## config.mk

```make
export PLATFORM = sky130hd
export DESIGN_NAME = gpio_irq_detect
export DESIGN_NICKNAME = d
export VERILOG_FILES = /design/src/rtl/gpio_irq_pkg.sv /design/src/rtl/gpio_irq_pin_cell.sv /design/src/rtl/gpio_irq_reduce.sv /design/src/rtl/gpio_irq_detect.sv
export SDC_FILE = /design/constraint.sdc
export NUM_CORES = 1
export LEC_CHECK = 0
export ABC_AREA = 1
export BUFFER_PORTS_ARGS = -buffer_cell sky130_fd_sc_hd__buf_2
export CORE_AREA = 2 2 125 90
export DETAILED_ROUTE_END_ITERATION = 10
export DIE_AREA = 0 0 127 92
export PLACE_DENSITY = 0.8
export SYNTH_ARGS = -nofsm -noshare
export SYNTH_HDL_FRONTEND = slang
export SYNTH_HIERARCHICAL = 1
export SYNTH_SLANG_ARGS = --single-unit
```

## constraint.sdc

```tcl
create_clock -name clk -period 1.72 [get_ports clk]
set_input_delay 0.516 -clock clk [delete_from_list [all_inputs] [get_ports clk]]
set_output_delay 0.516 -clock clk [all_outputs]
set_load 0.01 [all_outputs]
```

## src/rtl/gpio_irq_pkg.sv

```systemverilog
package gpio_irq_pkg;

  typedef enum logic {
    TRIG_LEVEL = 1'b0,
    TRIG_EDGE  = 1'b1
  } trig_mode_e;

  typedef enum logic {
    POL_LOW  = 1'b0,
    POL_HIGH = 1'b1
  } trig_pol_e;

endpackage

```

## src/rtl/gpio_irq_pin_cell.sv

```systemverilog
module gpio_irq_pin_cell
  import gpio_irq_pkg::*;
(
  input  logic clk,
  input  logic rst_n,
  input  logic primed,
  input  logic lvl,
  input  logic mode,
  input  logic pol,
  input  logic dual,
  input  logic clr,
  output logic pend_d,
  output logic pend_q
);

  trig_mode_e mode_e;
  trig_pol_e  pol_e;
  logic       lvl_prev;
  logic       rise, fall, edge_hit, lvl_hit;

  assign mode_e = trig_mode_e'(mode);
  assign pol_e  = trig_pol_e'(pol);

  // Edge detection compares the current sample with the previous one.
  // It stays quiet until one sample has been taken after reset.
  assign rise = primed &  lvl & ~lvl_prev;
  assign fall = primed & ~lvl &  lvl_prev;

  always_comb begin
    if (dual)                  edge_hit = rise | fall;
    else if (pol_e == POL_HIGH) edge_hit = rise;
    else                       edge_hit = fall;
  end

  assign lvl_hit = (pol_e == POL_HIGH) ? lvl : ~lvl;

  always_comb begin
    if (mode_e == TRIG_EDGE) begin
      // A new edge takes priority over a clear on the same clock.
      pend_d = edge_hit | (pend_q & ~clr);
    end else begin
      // A clear drops the flag for one cycle. It sets again if the level is still active.
      pend_d = clr ? 1'b0 : (pend_q | lvl_hit);
    end
  end

  always_ff @(posedge clk or negedge rst_n) begin
    if (!rst_n) begin
      lvl_prev <= 1'b0;
      pend_q   <= 1'b0;
    end else begin
      lvl_prev <= lvl;
      pend_q   <= pend_d;
    end
  end

endmodule

```

## src/rtl/gpio_irq_reduce.sv

```systemverilog
module gpio_irq_reduce #(
  parameter int NPINS = 32
) (
  input  logic             clk,
  input  logic             rst_n,
  input  logic [NPINS-1:0] flags,
  input  logic [NPINS-1:0] mask,
  output logic             req_q
);

  logic [NPINS-1:0] qualified;

  assign qualified = flags & mask;

  always_ff @(posedge clk or negedge rst_n) begin
    if (!rst_n) req_q <= 1'b0;
    else        req_q <= |qualified;
  end

endmodule

```

## src/rtl/gpio_irq_detect.sv

```systemverilog
module gpio_irq_detect #(
  parameter int NPINS = 32
) (
  input  logic             clk,
  input  logic             rst_n,
  input  logic [NPINS-1:0] pin_lvl,
  input  logic [NPINS-1:0] cfg_edge,
  input  logic [NPINS-1:0] cfg_pol,
  input  logic [NPINS-1:0] cfg_dual,
  input  logic [NPINS-1:0] irq_en,
  input  logic [NPINS-1:0] wake_en,
  input  logic [NPINS-1:0] clr_stb,
  output logic [NPINS-1:0] pend,
  output logic             irq,
  output logic             wake
);

  logic             primed_q;
  logic [NPINS-1:0] pend_next;
  logic [NPINS-1:0] pend_cur;

  always_ff @(posedge clk or negedge rst_n) begin
    if (!rst_n) primed_q <= 1'b0;
    else        primed_q <= 1'b1;
  end

  for (genvar g = 0; g < NPINS; g++) begin : g_pin
    gpio_irq_pin_cell u_cell (
      .clk    (clk),
      .rst_n  (rst_n),
      .primed (primed_q),
      .lvl    (pin_lvl[g]),
      .mode   (cfg_edge[g]),
      .pol    (cfg_pol[g]),
      .dual   (cfg_dual[g]),
      .clr    (clr_stb[g]),
      .pend_d (pend_next[g]),
      .pend_q (pend_cur[g])
    );
  end

  // Both requests register the next pending word, so they line up with pend.
  gpio_irq_reduce #(.NPINS(NPINS)) u_irq_or (
    .clk   (clk),
    .rst_n (rst_n),
    .flags (pend_next),
    .mask  (irq_en),
    .req_q (irq)
  );

  gpio_irq_reduce #(.NPINS(NPINS)) u_wake_or (
    .clk   (clk),
    .rst_n (rst_n),
    .flags (pend_next),
    .mask  (wake_en),
    .req_q (wake)
  );

  assign pend = pend_cur;

endmodule

```

==> results of run 1 <==
## power by group through the flow
stage | Combinational [W] | Sequential, W | Clock, W
floorplan | 0.000547 | 0.00183 | 0
CTS | 0.00117 | 0.00177 | 0.00171
global placement | 0.00115 | 0.00179 | 0
finish | 0.00117 | 0.00177 | 0.00167
global route | 0.00135 | 0.00179 | 0.00178
detailed placement | 0.00117 | 0.00179 | 0
## routing by layer
layer,track usage,vias up,routed length (um)
met5,0,-,0
met4,0.0824,0,288
met3,0.0583,32,981
met2,0.394,189,5910
met1,0.303,2318,6170
li1,-,2904,-
## area by class of cell
class,count,area [sq um]
multi-input cells,575,2360
repair buffers,262,1330
clock inverters,3,15.0
clock buffers,11,253
flip-flops and latches,67,1680
fillers,1065,4240
well taps,136,170
inverters,160,601
## layout by cell type, fill, tap and decap left out, drive strengths merged
master	instances
inv	160
nand2	394
nor2	84
clkinv	3
clkbuf	11
conb	1
dfrtp	67
buf	262
nand3b	32
nand3	64
## worst max-delay path, stage by stage, from the launching register on
cell and delay [ns]:
dfrtp_1 0.37, buf_4 0.21, nand2_1 0.08, nor2_1 0.04, nand3_1 0.07, nand2_1 0.10, nand2_1 0.08, nand2_1 0.05
nor2_1 0.11, nand2_1 0.11, nor2_2 0.15, nand2_1 0.06
## stage by stage
stage / utilization / setup WS, ns / TNS (ns) / std cells / hold WS [ns]
floorplan: - / 0.267 / 0 / 802 / 0.220
global placement: 0.576 / -0.0221 / -0.0221 / 1200 / 0.549
detailed placement: 0.576 / -0.0336 / -0.0623 / 1200 / 0.555
CTS: 0.602 / 0.106 / 0 / 1214 / 0.202
global route: 0.602 / -0.000800 / -0.000800 / 1214 / 0.222
finish: 0.602 / 0.165 / 0 / 1214 / 0.191
## worst paths after layout
| check | startpoint | end | slack, ns | cells past startpoint |
|---|---|---|---|---|
| hold / removal | rst_n | g_pin[15].u_cell/lvl_prev | 0.19 | 2 |
| setup reg to reg | primed_q | u_wake_or/req_q | 0.17 | 11 |
| setup / recovery | primed_q | u_wake_or/req_q | 0.17 | 11 |
| max in group asynchronous | rst_n | g_pin[0].u_cell/lvl_prev | 1.23 | 2 |
| min in group clk | pin_lvl[4] | g_pin[4].u_cell/lvl_prev | 0.37 | 1 |
| hold reg to reg | g_pin[4].u_cell/pend_q | g_pin[4].u_cell/pend_q | 0.59 | 4 |
## kinds of logic (layout without fill, tap and decap cells)
logic type,after synthesis,in the layout,synth area share
other cells,1,1,0.000809
simple gates,574,574,0.508
buf+inv,160,436,0.130
flops,67,67,0.362
## state kept, by name, summed over array words and instances (netlist names)
name	cells
u_wake_or/req_q	1
g_pin.u_cell/pend_q	32
u_irq_or/req_q	1
g_pin.u_cell/lvl_prev	32
primed_q	1
## what timing repair did
action | 4_1_cts | 5_1_grt
gates resized for setup | 0 | 1
hold buffers | 0 | 0
endpoints found under the setup margin | 0 | 2
==> impl_metrics.yaml, run 1 <==
routing:
  first_pass_iters: 5
  postRouteWirelength_mm: 13.4
  dr_total_vias: 5443
  wl_per_cell_um: 11.0
  drt_iter0_drc: 181
  drcViolationCount: 0
  viasPerCell: 4.48
  ant_nets: 0
die:
  dieArea_sq_um: 11700
  fp.dieW_um: 127
  ios: 260
  core_sq_um: 10700
  initial_utilization: 0.435
  die_h_um: 92
  rows: 32
logic_synthesis:
  synth_top_cell_area_share: 0.362
  async_flop_share: 1.00
  syn_avg_cell_area_sq_um: 5.78
  synth.most_common_cell: "nand2_1"
  synth_ff_type: "dfrtp_1"
  syn_inst: 802
  ys_ff_latch: 67
  synth_common_cells: "nand2_1, inv_1, nor2_1, dfrtp_1, nand3_1"
  yosysUniqueCellTypes: 8
  synth_largest_area_cell: "dfrtp_1"
  ys_seq_area_frac: 0.362
  syn-num-nets: 1028
  synthTopCellsByArea: "dfrtp_1, nand2_1, inv_1, nand3_1, nor2_1"
  synth-edff-count: 0
  ys_warn_count: 6
  syn_area_sq_um: 4640
grt:
  grt_pass1_vias: 5166
  groute.usage.overall: 0.237
  grt_pass1_wl_mm: 22.5
  antenna_found_initial: 0
  grt_start_max_net_pins: 68
  grt-ovfl-total: 0
sta:
  final-hold-violation-count: 0
  clock_skew_ns: 0.00647
  finalSetupViolCount: 0
  fin_crit_sh: 0.904
  timing.fmax_ghz: 0.643
  rsz0062_at_grt: "true"
  drv_slew: 0
  finalCriticalPeriod_ns: 1.55
power:
  power_report.internal_total_w: 0.00324
  finalPower_w: 0.00460
  p_comb_frac: 0.253
  switching_share: 0.297
  p_clk_frac: 0.362
  cellLeakagePower_nw: 4.15
  pwr-share-seq: 0.385
  power.switching_w: 0.00137
  ir_drop_uv: 415
  powerDensity_nw_per_um2: 718
clocking:
  cts_root_buf: "clkbuf_16"
  clk_pin_slew_ns: 0.05
  cts_setup_buffers: 0
  cts_tree: "built"
  htree_levels: 3
  numCtsBuffers: 9
  cts_buffer_depth: 2
  clk_latency_ns: 0.32
  clock_sinks: 67
placed_design:
  port_buffers: 259
  hpwl_mm: 11.0
  gp_congestion: 0.890
  placed_area_sq_um: 6140
worst_setup_path:
  cp_max_fo: 17
  end_kind: "register"
  crit_type: "reg2reg"
  worstPathArrival_ns: 1.76
  required_ns: 1.93
  critPathLaunchType: "register"
finish:
  nNetsFinal: 1301
  fin_area_sq_um: 6410
  area_delta_synth_final_pct: 38.3
  layout-drive-gt1-share: 0.287
  diodes: 0
hold_path:
  hold_path_class: "in2async"
run_status:
  status: "finished clean"
run:
  maxCapViolations: 0
(Power assumes the default switching activity.)
==> run 2, diff against run 1 <==
Settings changed: ABC_AREA 1 to default, CORE_AREA 2 2 125 90 to 2 2 100 102, DIE_AREA 0 0 127 92 to 0 0 102 104, PLACE_DENSITY 0.8 to 0.82.
==> impl_metrics.yaml, run 2 <==
grt:
  use_met1: 0.227
  antenna_found_initial: 0
  grt_pass1_vias: 4147
  grt-ovfl-total: 0
  grt_use_met2: 0.433
  grt_start_max_net_pins: 37
  met3_usage: 0.0417
  grt_pass1_wl_mm: 18.5
  grt.busiest_layer: "met2"
  groute.usage.overall: 0.225
power:
  finalPower_w: 0.00428
  power_report.internal_total_w: 0.00295
  powerDensity_nw_per_um2: 795
  pwr-share-seq: 0.418
  switching_share: 0.312
  ir_drop_uv: 369
  power.switching_w: 0.00133
  p_comb_frac: 0.278
  cellLeakagePower_nw: 2.74
  p_clk_frac: 0.305
finish:
  layout-drive-gt1-share: 0.523
  nNetsFinal: 848
  diodes: 0
  final_common_cell: "buf_2"
  largestRegisters: "g_pin.u_cell/lvl_prev x32, g_pin.u_cell/pend_q x32"
  n_fill_cell: 827
  final_cell_mix: "buf_2, dfrtp_1"
  area_delta_synth_final_pct: 62.4
worst_setup_path:
  crit_buf_inv: 2
  cp_max_fo: 8
  required_ns: 1.93
  critPathLaunchType: "register"
  end_kind: "register"
  worstPathCellList: "buf_12 > buf_4 > nand3_1 > o22ai_1 > a22oi_1 > nand4_1 > or4_1"
  reg2reg_slack_ns: -0.24
  cp_slowest_cell: "or4_1"
  slowest_delay_ns: 0.52
  critPathTopFamily: "simple AND/OR/NAND/NOR gates"
  crit_type: "reg2reg"
  worstPathArrival_ns: 2.16
logic_synthesis:
  synth.most_common_cell: "dfrtp_1"
  syn_inst: 334
  syn_avg_cell_area_sq_um: 9.93
  synthTopCellsByArea: "dfrtp_1, xnor2_1, xor2_1, a22oi_1, o22ai_1"
  synth_ff_type: "dfrtp_1"
  synth-edff-count: 0
  ys_ff_latch: 67
  yosysUniqueCellTypes: 13
  synth_largest_area_cell: "dfrtp_1"
  ys_seq_area_frac: 0.505
  syn_area_sq_um: 3320
  async_flop_share: 1.00
  ys_warn_count: 6
  syn-num-nets: 560
  synth_top_cell_area_share: 0.505
clocking:
  htree_levels: 3
  clk_pin_slew_ns: 0.07
  clock_sinks: 67
  cts_root_buf: "clkbuf_8"
  cts_buffer_depth: 2
  numCtsBuffers: 9
  clk_latency_ns: 0.34
  cts_tree: "built"
sta:
  finalSetupViolCount: 2
  clock_skew_ns: 0.00694
  drv_slew: 0
  finalCriticalPeriod_ns: 1.96
  final-hold-violation-count: 0
  timing.fmax_ghz: 0.511
  rsz0062_at_grt: "true"
  fin_crit_sh: 1.14
  fin_ws_ns: -0.238
  fin_worst_hold_slack_ns: 0.200
die:
  initial_utilization: 0.347
  fp.dieW_um: 102
  dieArea_sq_um: 10600
  core_sq_um: 9550
  die_h_um: 104
  rows: 36
  ios: 260
placed_design:
  port_buffers: 259
  hpwl_mm: 9.76
  gp_congestion: 0.974
routing:
  ant_nets: 0
  drcViolationCount: 0
  first_pass_iters: 6
  wl_per_cell_um: 16.2
  viasPerCell: 4.97
  postRouteWirelength_mm: 12.3
  dr_total_vias: 3774
  drt_iter0_drc: 148
run_status:
  status: "complete, but fails checks"
  violations: "negative setup slack"
run:
  maxCapViolations: 0
hold_path:
  hold_path_class: "in2async"
-- run 2: stage by stage --
step,worst slack (ns),TNS (ns),utilization,cell area [sq um],cells
5_1_grt,-0.245,-0.470,0.564,5390,760
3_3_place_gp,-0.520,-1.03,0.515,4920,739
3_5_place_dp,-0.561,-1.09,0.515,4920,739
4_1_cts,-0.197,-0.328,0.554,5290,760
2_1_floorplan,-0.0223,-0.0447,-,3350,334
6_report,-0.238,-0.375,0.564,5390,760
-- run 2: per-layer routing --
| layer | routed length (um) | up-vias |
|---|---|---|
| met2 | 6680 | 185 |
| li1 | - | 1771 |
| met3 | 801 | 24 |
| met1 | 4520 | 1794 |
| met5 | 0 | - |
| met4 | 276 | 0 |
-- run 2: cell families after synthesis --
kind of cell    Yosys count  synth area share
compound gates           96             0.184
xor+xnor                 64             0.169
buf+inv                  32            0.0362
flops                    67             0.505
other cells               1           0.00113
simple gates             74             0.104
-- run 2: path summary, 6_finish.rpt --
check                           cells past startpoint               startpoint                   endpoint
worst max-delay path                                7                 primed_q             u_irq_or/req_q
worst min-delay path                                2                    rst_n  g_pin[17].u_cell/lvl_prev
worst max register to register                      7                 primed_q             u_irq_or/req_q
worst min register to register                      2  g_pin[15].u_cell/pend_q    g_pin[15].u_cell/pend_q
max in group asynchronous                           2                    rst_n  g_pin[28].u_cell/lvl_prev
min in group clk                                    1              pin_lvl[20]  g_pin[20].u_cell/lvl_prev
-- run 2: cell type report --
type,instances,area [sq um],area share
inverter,32,120,0.0223
sequential,67,1680,0.312
multi-input combinational,235,1760,0.327
clock inverter,7,68.8,0.0128
tap,133,166,0.0309
timing repair buffer,277,1470,0.273
clock buffer,9,124,0.0230
-- run 2: power by group through the flow --
stage                     clock [W]  sequential (W)  combinational, W
after global placement            0         0.00181           0.00103
after CTS                   0.00135         0.00178           0.00114
after global routing        0.00141         0.00180           0.00129
after detailed placement          0         0.00181           0.00107
after floorplan                   0         0.00185          0.000422
final                       0.00130         0.00179           0.00119
-- run 2: repair_timing --
item                                    in CTS  in global routing
pin swaps                                   11                 15
gates resized for setup                     25                 16
endpoints found under the hold margin        0                  0
hold buffers                                 0                  0
endpoints found under the setup margin       2                  2
setup buffers                                5                  0
==> run 3, diff against run 2 <==
Settings changed: CORE_AREA 2 2 100 102 to 2 2 102 104, CTS_BUF_LIST from default to sky130_fd_sc_hd__clkbuf_4, DIE_AREA 0 0 102 104 to 0 0 104 106, PLACE_DENSITY 0.82 to 0.8.
==> impl_metrics.yaml, run 3 (synthesized netlist as in run 2, its figures left out) <==
clocking:
  clk_pin_slew_ns: 0.11
  numCtsBuffers: 9
  clock_sinks: 67
  cts_buffer_depth: 2
  cts_root_buf: "clkbuf_4"
  cts_tree: "built"
  htree_levels: 3
  clk_latency_ns: 0.41
finish:
  regArea_sq_um: 1680
  multiInputGateArea_sq_um: 1690
  final_common_cell: "buf_2"
  largestRegisters: "g_pin.u_cell/lvl_prev x32, g_pin.u_cell/pend_q x32"
  utilization: 0.522
  nNetsFinal: 842
  diodes: 0
  area_delta_synth_final_pct: 57.4
  layout-drive-gt1-share: 0.504
  n_fill_cell: 931
  fin_area_sq_um: 5220
  final_cell_mix: "buf_2, dfrtp_1"
grt:
  grt_pass1_wl_mm: 17.8
  groute.usage.overall: 0.202
  grt_use_met2: 0.377
  grt_pass1_vias: 3831
  antenna_found_initial: 0
  grt.busiest_layer: "met2"
  met3_usage: 0.0454
  grt_start_max_net_pins: 36
  use_met1: 0.220
  grt-ovfl-total: 0
worst_setup_path:
  cp_max_fo: 16
  end_kind: "register"
  critPathLaunchType: "register"
  crit_type: "reg2reg"
  slowest_delay_ns: 0.53
  cp_slowest_cell: "or4_1"
  worstPathCellList: "buf_12 > nand3_4 > o22ai_4 > a22oi_2 > nand4_1 > or4_1"
  required_ns: 2.00
  worstPathArrival_ns: 2.13
placed_design:
  gp_congestion: 0.889
  port_buffers: 259
  hpwl_mm: 9.41
  place_ws_ns: -0.551
  placed_area_sq_um: 4930
power:
  powerDensity_nw_per_um2: 778
  cellLeakagePower_nw: 2.68
  finalPower_w: 0.00406
  ir_drop_uv: 461
sta:
  timing.fmax_ghz: 0.539
  fin_ws_ns: -0.137
  final-hold-violation-count: 0
  fin_worst_hold_slack_ns: 0.128
  clock_skew_ns: 0.0133
  drv_slew: 0
  finalCriticalPeriod_ns: 1.86
  rsz0062_at_grt: "true"
  fin_crit_sh: 1.08
  finalSetupViolCount: 2
die:
  ios: 260
  initial_utilization: 0.332
  rows: 37
  dieArea_sq_um: 11000
  core_sq_um: 10000
  fp.dieW_um: 104
  die_h_um: 106
routing:
  ant_nets: 0
  postRouteWirelength_mm: 11.5
  dr_total_vias: 3747
  viasPerCell: 4.95
  first_pass_iters: 5
  drt_iter0_drc: 168
  wl_per_cell_um: 15.1
  drcViolationCount: 0
run_status:
  violations: "negative setup slack"
  status: "complete, but fails checks"
run:
  maxCapViolations: 0
hold_path:
  hold_path_class: "in2async"
## run 3: cell types whose count changed in the layout (fill, tap and decap cells not counted), sizes merged
cell and change:
clkinvlp -2, clkinv +1, buf -6, bufinv +1
## run 3: layout make-up
type	count	share of cell area
Inverter	32	0.0230
Clock inverter	7	0.0158
Tap cell	136	0.0326
Sequential cell	67	0.321
Clock buffer	9	0.0129
Multi-Input combinational cell	235	0.324
Timing Repair Buffer	271	0.270
## run 3: timing repair
action,in CTS,in global routing
pin swaps,5,9
setup buffers,0,0
hold buffers,0,0
gates resized for setup,12,12
endpoints found under the setup margin,2,2
## run 3: path summary, 6_finish.rpt
| check | startpoint | to | slack [ns] | cells after the start |
|---|---|---|---|---|
| max | primed_q | u_wake_or/req_q | -0.14 | 6 |
| min | rst_n | g_pin[0].u_cell/lvl_prev | 0.13 | 2 |
| max reg2reg | primed_q | u_wake_or/req_q | -0.14 | 6 |
| min reg2reg | g_pin[10].u_cell/pend_q | g_pin[10].u_cell/pend_q | 0.62 | 2 |
| max in group asynchronous | rst_n | primed_q | 1.23 | 2 |
| min in group clk | pin_lvl[2] | g_pin[2].u_cell/lvl_prev | 0.25 | 1 |
## run 3: worst max-delay path: cells and delay by family (launching register included)
| kind | cells | cell delay [ns] |
|---|---|---|
| and+or+nand+nor | 3 | 0.77 |
| DFF | 1 | 0.45 |
| AOI/OAI and AO/OA | 2 | 0.33 |
| buffers and inverters | 1 | 0.16 |
## run 3: layer usage
layer / share of wire / wire [um]
met5: 0 / 0
met4: 0.020 / 232
met3: 0.067 / 762
met2: 0.53 / 6070
met1: 0.38 / 4390
## run 3: report_power, final
part	internal (W)	leakage, nW	switching [W]
Clock	0.000573	0.0845	0.000573
Combinational	0.000549	1.79	0.000585
Sequential	0.00171	0.804	0.0000765
## run 3: through the flow
stage / TNS (ns) / instances
after floorplan: -0.0447 / 334
after global placement: -0.943 / 741
after detailed placement: -1.04 / 741
after CTS: -0.268 / 757
after global routing: -0.382 / 757
final: -0.229 / 757
